## src/rtl/panel_pkg.sv

```systemverilog
package panel_pkg;

    typedef enum logic [1:0] {
        MODE_BROWSE = 2'd0,
        MODE_FILL   = 2'd1,
        MODE_SORT   = 2'd2,
        MODE_COUNT  = 2'd3
    } view_mode_e;

    localparam int CODE_W = 5;
    typedef logic [CODE_W-1:0] digit_code_t;

    localparam digit_code_t CODE_DASH  = 5'h10;
    localparam digit_code_t CODE_BLANK = 5'h11;

    typedef struct packed {
        logic up;
        logic down;
        logic left;
    } btn_pulse_t;

    typedef struct packed {
        logic step_en;
        logic fill_start;
    } mode_ctl_t;

    function automatic digit_code_t hex_code(input logic [3:0] nib);
        return {1'b0, nib};
    endfunction

    function automatic logic any_press(input btn_pulse_t b);
        return b.up | b.down | b.left;
    endfunction

endpackage

```

## src/rtl/panel_mode_fsm.sv

```systemverilog
module panel_mode_fsm
    import panel_pkg::*;
(
    input  logic       clk,
    input  logic       rst,
    input  btn_pulse_t btn,
    input  logic       sort_active,
    input  logic       fill_last,
    output view_mode_e mode,
    output mode_ctl_t  ctl
);

    view_mode_e mode_q, mode_d;

    always_comb begin
        mode_d = mode_q;
        ctl    = '0;
        unique case (mode_q)
            MODE_BROWSE: begin
                if (sort_active) begin
                    mode_d = MODE_SORT;
                end else if (btn.left) begin
                    mode_d         = MODE_FILL;
                    ctl.fill_start = 1'b1;
                end else begin
                    ctl.step_en = 1'b1;
                end
            end
            MODE_FILL: begin
                if (fill_last) mode_d = MODE_BROWSE;
            end
            MODE_SORT: begin
                if (!sort_active) mode_d = MODE_COUNT;
            end
            MODE_COUNT: begin
                if (sort_active)         mode_d = MODE_SORT;
                else if (any_press(btn)) mode_d = MODE_BROWSE;
            end
            default: mode_d = MODE_BROWSE;
        endcase
    end

    always_ff @(posedge clk) begin
        if (rst) mode_q <= MODE_BROWSE;
        else     mode_q <= mode_d;
    end

    assign mode = mode_q;

endmodule

```

## src/rtl/panel_addr_step.sv

```systemverilog
module panel_addr_step #(
    parameter int ADDR_W = 8
) (
    input  logic              clk,
    input  logic              rst,
    input  logic              step_en,
    input  logic              inc,
    input  logic              dec,
    output logic [ADDR_W-1:0] addr
);

    logic [ADDR_W-1:0] addr_q;

    always_ff @(posedge clk) begin
        if (rst) begin
            addr_q <= '0;
        end else if (step_en) begin
            if (inc && !dec)      addr_q <= addr_q + 1'b1;
            else if (dec && !inc) addr_q <= addr_q - 1'b1;
        end
    end

    assign addr = addr_q;

endmodule

```

## src/rtl/panel_fill_gen.sv

```systemverilog
module panel_fill_gen #(
    parameter int              ADDR_W = 8,
    parameter int              DATA_W = 8,
    parameter logic [DATA_W-1:0] SEED = 8'h01,
    parameter logic [DATA_W-1:0] TAPS = 8'hB8
) (
    input  logic              clk,
    input  logic              rst,
    input  logic              start,
    input  logic              active,
    output logic [ADDR_W-1:0] ptr,
    output logic [DATA_W-1:0] data,
    output logic              last
);

    logic [ADDR_W-1:0] ptr_q;
    logic [DATA_W-1:0] state_q;
    logic [DATA_W-1:0] state_nxt;

    assign state_nxt = (state_q >> 1) ^ (state_q[0] ? TAPS : '0);

    always_ff @(posedge clk) begin
        if (rst) begin
            ptr_q   <= '0;
            state_q <= SEED;
        end else if (start) begin
            ptr_q <= '0;
        end else if (active) begin
            ptr_q   <= ptr_q + 1'b1;
            state_q <= state_nxt;
        end
    end

    assign ptr  = ptr_q;
    assign data = state_q;
    assign last = active && (&ptr_q);

endmodule

```

## src/rtl/panel_digit_mux.sv

```systemverilog
module panel_digit_mux
    import panel_pkg::*;
#(
    parameter int ADDR_W = 8,
    parameter int DATA_W = 8,
    parameter int CNT_W  = 32,
    localparam int NUM_DIG = (ADDR_W + DATA_W) / 4,
    localparam int HALF_W  = CNT_W / 2
) (
    input  view_mode_e                  mode,
    input  logic [ADDR_W-1:0]           addr,
    input  logic [DATA_W-1:0]           rdata,
    input  logic [CNT_W-1:0]            sw_cnt,
    input  logic [CNT_W-1:0]            hw_cnt,
    input  logic                        sel_hi,
    input  logic                        sel_hw,
    output logic [NUM_DIG*CODE_W-1:0]   codes
);

    logic [ADDR_W+DATA_W-1:0] browse_word;
    logic [CNT_W-1:0]         cnt_sel;
    logic [HALF_W-1:0]        cnt_half;

    assign browse_word = {addr, rdata};
    assign cnt_sel     = sel_hw ? hw_cnt : sw_cnt;
    assign cnt_half    = sel_hi ? cnt_sel[CNT_W-1 -: HALF_W] : cnt_sel[HALF_W-1:0];

    for (genvar g = 0; g < NUM_DIG; g++) begin : g_digit
        always_comb begin
            unique case (mode)
                MODE_BROWSE: codes[g*CODE_W +: CODE_W] = hex_code(browse_word[g*4 +: 4]);
                MODE_FILL:   codes[g*CODE_W +: CODE_W] = CODE_BLANK;
                MODE_SORT:   codes[g*CODE_W +: CODE_W] = CODE_DASH;
                MODE_COUNT:  codes[g*CODE_W +: CODE_W] = hex_code(cnt_half[g*4 +: 4]);
                default:     codes[g*CODE_W +: CODE_W] = CODE_BLANK;
            endcase
        end
    end

endmodule

```

## src/rtl/panel_view_ctrl.sv

```systemverilog
module panel_view_ctrl
    import panel_pkg::*;
#(
    parameter int ADDR_W = 8,
    parameter int DATA_W = 8,
    parameter int CNT_W  = 32,
    parameter logic [DATA_W-1:0] FILL_SEED = 8'h01,
    parameter logic [DATA_W-1:0] FILL_TAPS = 8'hB8,
    localparam int NUM_DIG = (ADDR_W + DATA_W) / 4
) (
    input  logic                      clk,
    input  logic                      rst,
    input  logic                      btn_up,
    input  logic                      btn_down,
    input  logic                      btn_left,
    input  logic                      sort_active,
    input  logic                      sel_hi_half,
    input  logic                      sel_hw_count,
    input  logic [CNT_W-1:0]          sw_cycles,
    input  logic [CNT_W-1:0]          hw_cycles,
    input  logic [DATA_W-1:0]         ram_rdata,
    output logic [ADDR_W-1:0]         ram_addr,
    output logic                      ram_we,
    output logic [DATA_W-1:0]         ram_wdata,
    output logic [NUM_DIG*CODE_W-1:0] digit_codes
);

    btn_pulse_t        btn;
    view_mode_e        mode_q;
    mode_ctl_t         ctl;
    logic              fill_last;
    logic [ADDR_W-1:0] browse_addr;
    logic [ADDR_W-1:0] fill_ptr;

    assign btn = '{up: btn_up, down: btn_down, left: btn_left};

    panel_mode_fsm u_fsm (
        .clk         (clk),
        .rst         (rst),
        .btn         (btn),
        .sort_active (sort_active),
        .fill_last   (fill_last),
        .mode        (mode_q),
        .ctl         (ctl)
    );

    panel_addr_step #(.ADDR_W(ADDR_W)) u_step (
        .clk     (clk),
        .rst     (rst),
        .step_en (ctl.step_en),
        .inc     (btn.up),
        .dec     (btn.down),
        .addr    (browse_addr)
    );

    panel_fill_gen #(
        .ADDR_W (ADDR_W),
        .DATA_W (DATA_W),
        .SEED   (FILL_SEED),
        .TAPS   (FILL_TAPS)
    ) u_fill (
        .clk    (clk),
        .rst    (rst),
        .start  (ctl.fill_start),
        .active (mode_q == MODE_FILL),
        .ptr    (fill_ptr),
        .data   (ram_wdata),
        .last   (fill_last)
    );

    panel_digit_mux #(
        .ADDR_W (ADDR_W),
        .DATA_W (DATA_W),
        .CNT_W  (CNT_W)
    ) u_mux (
        .mode   (mode_q),
        .addr   (browse_addr),
        .rdata  (ram_rdata),
        .sw_cnt (sw_cycles),
        .hw_cnt (hw_cycles),
        .sel_hi (sel_hi_half),
        .sel_hw (sel_hw_count),
        .codes  (digit_codes)
    );

    assign ram_we   = (mode_q == MODE_FILL);
    assign ram_addr = ram_we ? fill_ptr : browse_addr;

endmodule

```

## config.mk

```make
export PLATFORM = sky130hd
export DESIGN_NAME = panel_view_ctrl
export DESIGN_NICKNAME = d
export VERILOG_FILES = /design/src/rtl/panel_pkg.sv /design/src/rtl/panel_mode_fsm.sv /design/src/rtl/panel_addr_step.sv /design/src/rtl/panel_fill_gen.sv /design/src/rtl/panel_digit_mux.sv /design/src/rtl/panel_view_ctrl.sv
export SDC_FILE = /design/constraint.sdc
export NUM_CORES = 1
export LEC_CHECK = 0
export BUFFER_PORTS_ARGS = -buffer_cell sky130_fd_sc_hd__buf_2
export CAP_MARGIN = 20
export CORE_MARGIN = 3
export CORE_UTILIZATION = 25
export CTS_BUF_LIST = sky130_fd_sc_hd__clkbuf_16
export DETAILED_ROUTE_END_ITERATION = 16
export SLEW_MARGIN = 5
export SYNTH_ARGS = -nofsm -noshare
export SYNTH_HDL_FRONTEND = slang
export SYNTH_SLANG_ARGS = --single-unit
```

## constraint.sdc

```tcl
create_clock -name clk -period 5.5 [get_ports clk]
set_clock_uncertainty 0.05 [all_clocks]
set_input_delay 0.55 -clock clk [delete_from_list [all_inputs] [get_ports clk]]
set_output_delay 0.55 -clock clk [all_outputs]
set_load 0.01 [all_outputs]
```

Word-level counts from Yosys, hierarchy flattened

Cells that the tools add are included.

Bits in registers: 26
Input port bits: 80
Word-level logic and storage cells: 51

$add $sub $neg: 3
Equal/unequal tests: 7
Mux-type cells: 21
Bitwise logic cells: 4
Reductions and logical operators: 12

Operators with widths:

| operator                                                                | count |
|---|---|
| 5-bit case mux with 4 select lines                                      | 4 |
| 32-bit 2-to-1 mux                                                       | 1 |
| 8-bit 2-to-1 mux                                                        | 4 |
| 8-bit by 1-bit adder with 8-bit output, second input constant           | 2 |
| 16-bit 2-to-1 mux                                                       | 1 |
| 2-bit 2-to-1 mux                                                        | 8 |
| 2-bit case mux with 4 select lines                                      | 1 |
| 8-bit AND reduction                                                     | 1 |
| 8-bit by 1-bit subtractor with 8-bit output, second input constant      | 1 |
| 7-bit by 8-bit XOR with 8-bit output                                    | 1 |
| 2-bit equality test, second input constant                              | 2 |
| 2-bit AND reduction                                                     | 2 |
| 4-bit AND reduction                                                     | 1 |
| 1-bit logical AND                                                       | 3 |
| 3-bit by 2-bit inequality test with 1-bit output, second input constant | 1 |
| 3-bit inequality test, second input constant                            | 1 |
| 2-bit by 1-bit equality test with 1-bit output, second input constant   | 1 |
| 1-bit logical NOT                                                       | 2 |
| 2-bit logical NOT                                                       | 1 |
| 1-bit 2-to-1 mux                                                        | 2 |
| 2-bit by 1-bit inequality test with 1-bit output, second input constant | 1 |
| 2-bit inequality test, second input constant                            | 1 |
| 1-bit OR                                                                | 2 |
| 2-bit nonzero test                                                      | 1 |
| other kinds (2)                                                         | 2 |

Longest topological paths before layout

Word-level depth: 5
Mapped depth: 9

Modules after synthesis

From an unflattened synthesis, not the netlist that was laid out.

Cells, all modules: 231
Area, all modules: 2275.9 µm²

Modules (own cells, without submodules):

| module          | times used | cells each | area each (µm²) | sequential area each (µm²) |
|---|---|---|---|---|
| panel_fill_gen  | 1          | 75         | 701.9           | 320.3 |
| panel_digit_mux | 1          | 59         | 700.7           | 0.0 |
| panel_addr_step | 1          | 73         | 608.1           | 160.2 |
| panel_view_ctrl | 1          | 10         | 153.9           | 0.0 |
| panel_mode_fsm  | 1          | 14         | 111.4           | 40.0 |

Worst setup path after synthesis

Ideal clock, no wire load.

Path kind: input port to flip-flop
From: input btn_down
To: register u_step.addr_q[7], in the netlist u_step.addr[7]
Arrival: 2.374 ns
Required time: 5.327 ns
Setup slack: 2.953 ns
Cell stages on the path: 9
Path buffers: 0
Cells stage by stage: inv_1 -> ha_1 -> inv_1 -> ha_1 -> a211oi_2 -> nor3_1 -> mux2_1 -> a31oi_1 -> mux2_1

Longest elaborated chain between the ends: 4
Elaborated cells between the ends (all ways): 6
Classes of those cells: 1 x mux; 5 x reduce/logical

Ends and longest elaborated chain:

| what                                 | RTL line              | source |
|---|---|---|
| from (decl)                          | panel_view_ctrl.sv:14 | `input logic btn_down,` |
| 1-bit logical NOT                    | panel_addr_step.sv:18 | `if (inc && !dec) addr_q <= addr_q + 1'b1;` |
| 1-bit logical AND                    | panel_addr_step.sv:18 |  |
| 2-bit nonzero test (no source line)  | --                    |  |
| 2-bit AND reduction (no source line) | --                    |  |
| to (signal assigned)                 | panel_addr_step.sv:18 |  |
| to (signal assigned)                 | panel_addr_step.sv:19 | `else if (dec && !inc) addr_q <= addr_q - 1'b1;` |
| to (decl)                            | panel_addr_step.sv:12 | `logic [ADDR_W-1:0] addr_q;` |

Several ways; a longest one is shown, not always the timed one.
A chain may end at the register's enable or synchronous reset.

Worst setup path after layout

From: register u_fsm.mode_q[0], in the netlist u_fsm.mode[0]
To: output digit_codes[12]

Longest elaborated chain between the ends: 2
Elaborated cells between the ends (all ways): 5
Classes of those cells: 3 x eq/ne; 1 x mux; 1 x reduce/logical

Ends and longest elaborated chain:

| what                                              | RTL line              | source |
|---|---|---|
| from (decl)                                       | panel_mode_fsm.sv:13  | `view_mode_e mode_q, mode_d;` |
| from (signal assigned)                            | panel_mode_fsm.sv:45  | `else mode_q <= mode_d;` |
| 2-bit equality test, or another cell as far along | panel_digit_mux.sv:30 | `unique case (mode)` |
| 5-bit case mux with 4 select lines (*)            | panel_digit_mux.sv:30 |  |
| to (decl)                                         | panel_view_ctrl.sv:25 | `output logic [NUM_DIG*CODE_W-1:0] digit_codes` |

Every way passes the cells marked *; elsewhere a longest branch is shown, timed or not.

==> results.md <==
- Reg2reg start: u_fsm.mode[1]$_SDFFE_PP0P_
- Share of layout cells above drive strength 1: 0.454
- EDFF count, synth: 0
- Chip height: 99.5 um
- Flops & latches, synth: 26
- Startpoint Class: register
- Final Max Tran Viols: 0
- Final worst path period share: 0.543
- Io pins: 117
- Worst slew pin tran: 836 ps
- Mapped Cells: 229
- FF-to-FF setup slack: 3260 ps
- Worst Path Required: 4900 ps
- Status: finished clean
- CP endpoint kind: output port
- DRT Pass-1 Iters: 4
- Synth cell types: 43
- Slew HR: 0.443
- Pleak: 0.00134 uW
- Cts hold-fix bufs: 0
- Routed vias/inst: 4.96
- Fmax: 335 MHz
- Die W: 99.5 um
- P&R area growth vs syn: 30.1%
- Post-synth ARST share: 0
- Post-cts resize count: 0
- Clock buffer depth: 2
- Largest net degree at the start of global routing: 24
- Yosys warnings: 0
- RSZ-0062 raised after global routing: no
- Core box area: 8340 um^2
- Vias after detailed routing: 2139
- WP data arrival: 2390 ps
- Final hold vios: 0
- Crit path kind: register to output port
- Setup TNS: 0 ps
- VDD IR-drop max: 0.119 mV
- Iter 0 DRT Violations: 69
- Critical Path End: digit_codes[12]
- Finish-stage setup viols: 0
- Die ar.: 9900 um^2
- DRC errors left: 0
- WHS: 458 ps
- Seq/Total Area, Yosys: 0.238
- I/O Buffers: 116
- FF-to-FF path depth: 6
- DPL Wire Length: 5620 um
- P per Cell Area: 322 nW/um^2
- Most common cell after layout, fill and taps aside: buf_2
- TritonCTS Buffers: 3
- Largest fanout on the critical path: 23
- Tmin final: 2990 ps
- Vias in the first global route: 2160
- CTS tree: done
- Antenna Cells: 0
- Overall routing resource usage: 0.140
- Antenna-violating nets left: 0
- Root Driver: clkbuf_16
- DRT Wirelength: 6860 um
- Ys flop type: dfxtp_1
- Worst Hold Class: register to register
- Clk sinks: 26
- First-pass GRT wire length: 11000 um
- Syn_nets: 325
- Worst skew pair latency: 260 ps
- Layout Nets: 424
- FF-to-FF End: u_fsm.mode[1]$_SDFFE_PP0P_
- H-Tree Depth: 1
- Total of fill cells in the finished design: 893
- Starting density of the core: 0.262
- Number of buffers inserted by post-CTS setup repair: 0
- Max-Cap Viols: 0
- CP startpoint: u_fsm.mode[0]$_SDFFE_PP0P_
- Gpl congestion: 0.806
- Mapped cell area: 2190 um^2
- WL/cell: 15.9 um
- Clock slew at reported path FFs: 70 ps
- FP Rows: 33
- Syn Area/Cell: 9.55 um^2
- Global route overflow: 0
- Initial antenna violation count: 0
- Most frequent cells in the layout: buf_2 (116), dfxtp_1 (26), nor2_1 (24), mux4_2 (16)
## power by group
group          switching (uW)  internal, uW
registers                33.9           219
clock network            68.0          96.6
logic                     271           227
total                     373           542
## final cells by class
type	instances	area [um^2]	share of cell area
Sequential cell	26	520	0.183
Clock buffer	3	75.1	0.0264
Tap cell	105	131	0.0462
Timing Repair Buffer	116	581	0.204
Inverter	7	26.3	0.00924
Multi-Input combinational cell	174	1510	0.531
## worst min-delay path by stage
stage                                 from                     endpoint  slack [ps]  cells past startpoint
6_report       u_fill.data[5]$_SDFFE_PP0P_  u_fill.data[5]$_SDFFE_PP0P_         460                      2
5_1_grt        u_fill.data[3]$_SDFFE_PP0P_  u_fill.data[3]$_SDFFE_PP0P_         490                      2
4_1_cts        u_fill.data[4]$_SDFFE_PP0P_  u_fill.data[4]$_SDFFE_PP0P_         470                      2
3_5_place_dp   u_fill.data[5]$_SDFFE_PP0P_  u_fill.data[5]$_SDFFE_PP0P_         460                      2
3_3_place_gp    u_fill.ptr[7]$_SDFFE_PP0N_   u_fill.ptr[7]$_SDFFE_PP0N_         430                      2
2_1_floorplan  u_fill.data[1]$_SDFFE_PP0P_  u_fill.data[0]$_SDFFE_PP1P_         420                      2
## critical path, cell delays in order, from the launching register on
cell	delay, ps
dfxtp_1	390
inv_1	110
ha_1	490
nor2b_1	730
a22o_1	250
buf_2	140
## Yosys cell counts (2+ instances only)
cell	n	area [um^2]
or3_1	2	12.5
buf_4	9	67.6
dfxtp_1	26	521
xnor2_1	6	52.6
nand4_1	3	18.8
buf_1	2	7.51
nor2b_1	2	12.5
o21bai_1	2	15.0
a22o_1	12	105
inv_1	7	26.3
buf_2	3	15.0
mux2i_1	8	80.1
nor4_1	2	12.5
o21ai_0	7	35.0
nand3_1	3	15.0
mux2_2	8	90.1
a21oi_1	13	65.1
clkbuf_1	6	22.5
nor2_1	24	90.1
nor3_1	2	10.0
a311o_1	2	20.0
a211oi_1	7	52.6
mux2_1	2	22.5
mux4_2	16	360
ha_1	15	188
xor2_1	5	43.8
nand2_1	15	56.3
o21ai_1	5	25.0
## registers in the layout (all words and copies together), names as in the netlist
signal,count
u_step.addr,8
u_fsm.mode,2
u_fill.ptr,8
u_fill.data,8
## through the flow
step	util	setup WS [ps]	instances	total power (uW)	cell area [um^2]
4_1_cts	0.341	2480	431	928	2840
3_5_place_dp	0.332	2620	428	759	2770
5_1_grt	0.341	2250	431	994	2840
6_report	0.341	2510	431	915	2840
2_1_floorplan	-	2950	229	624	2190
3_3_place_gp	0.332	2720	428	752	2770
## metal layers
metal  track usage  vias to the layer above  wire (um)
met4        0.0168                        0         41
met5             0                        -          0
met1         0.179                      986       2910
met3        0.0386                        7        582
li1              -                     1044          -
met2         0.241                      102       3330
## cells by family after synthesis
group                    Yosys count  synth area share
adder cells (fa/ha/maj)           16            0.0950
XOR/XNOR                          11            0.0441
AND/OR/NAND/NOR                   59             0.130
AO/OA/AOI/OAI                     54             0.169
multiplexers                      34             0.253
flip-flops                        26             0.238
buffers and inverters             29            0.0710
No activity file was read; power rests on OpenSTA's default activity.
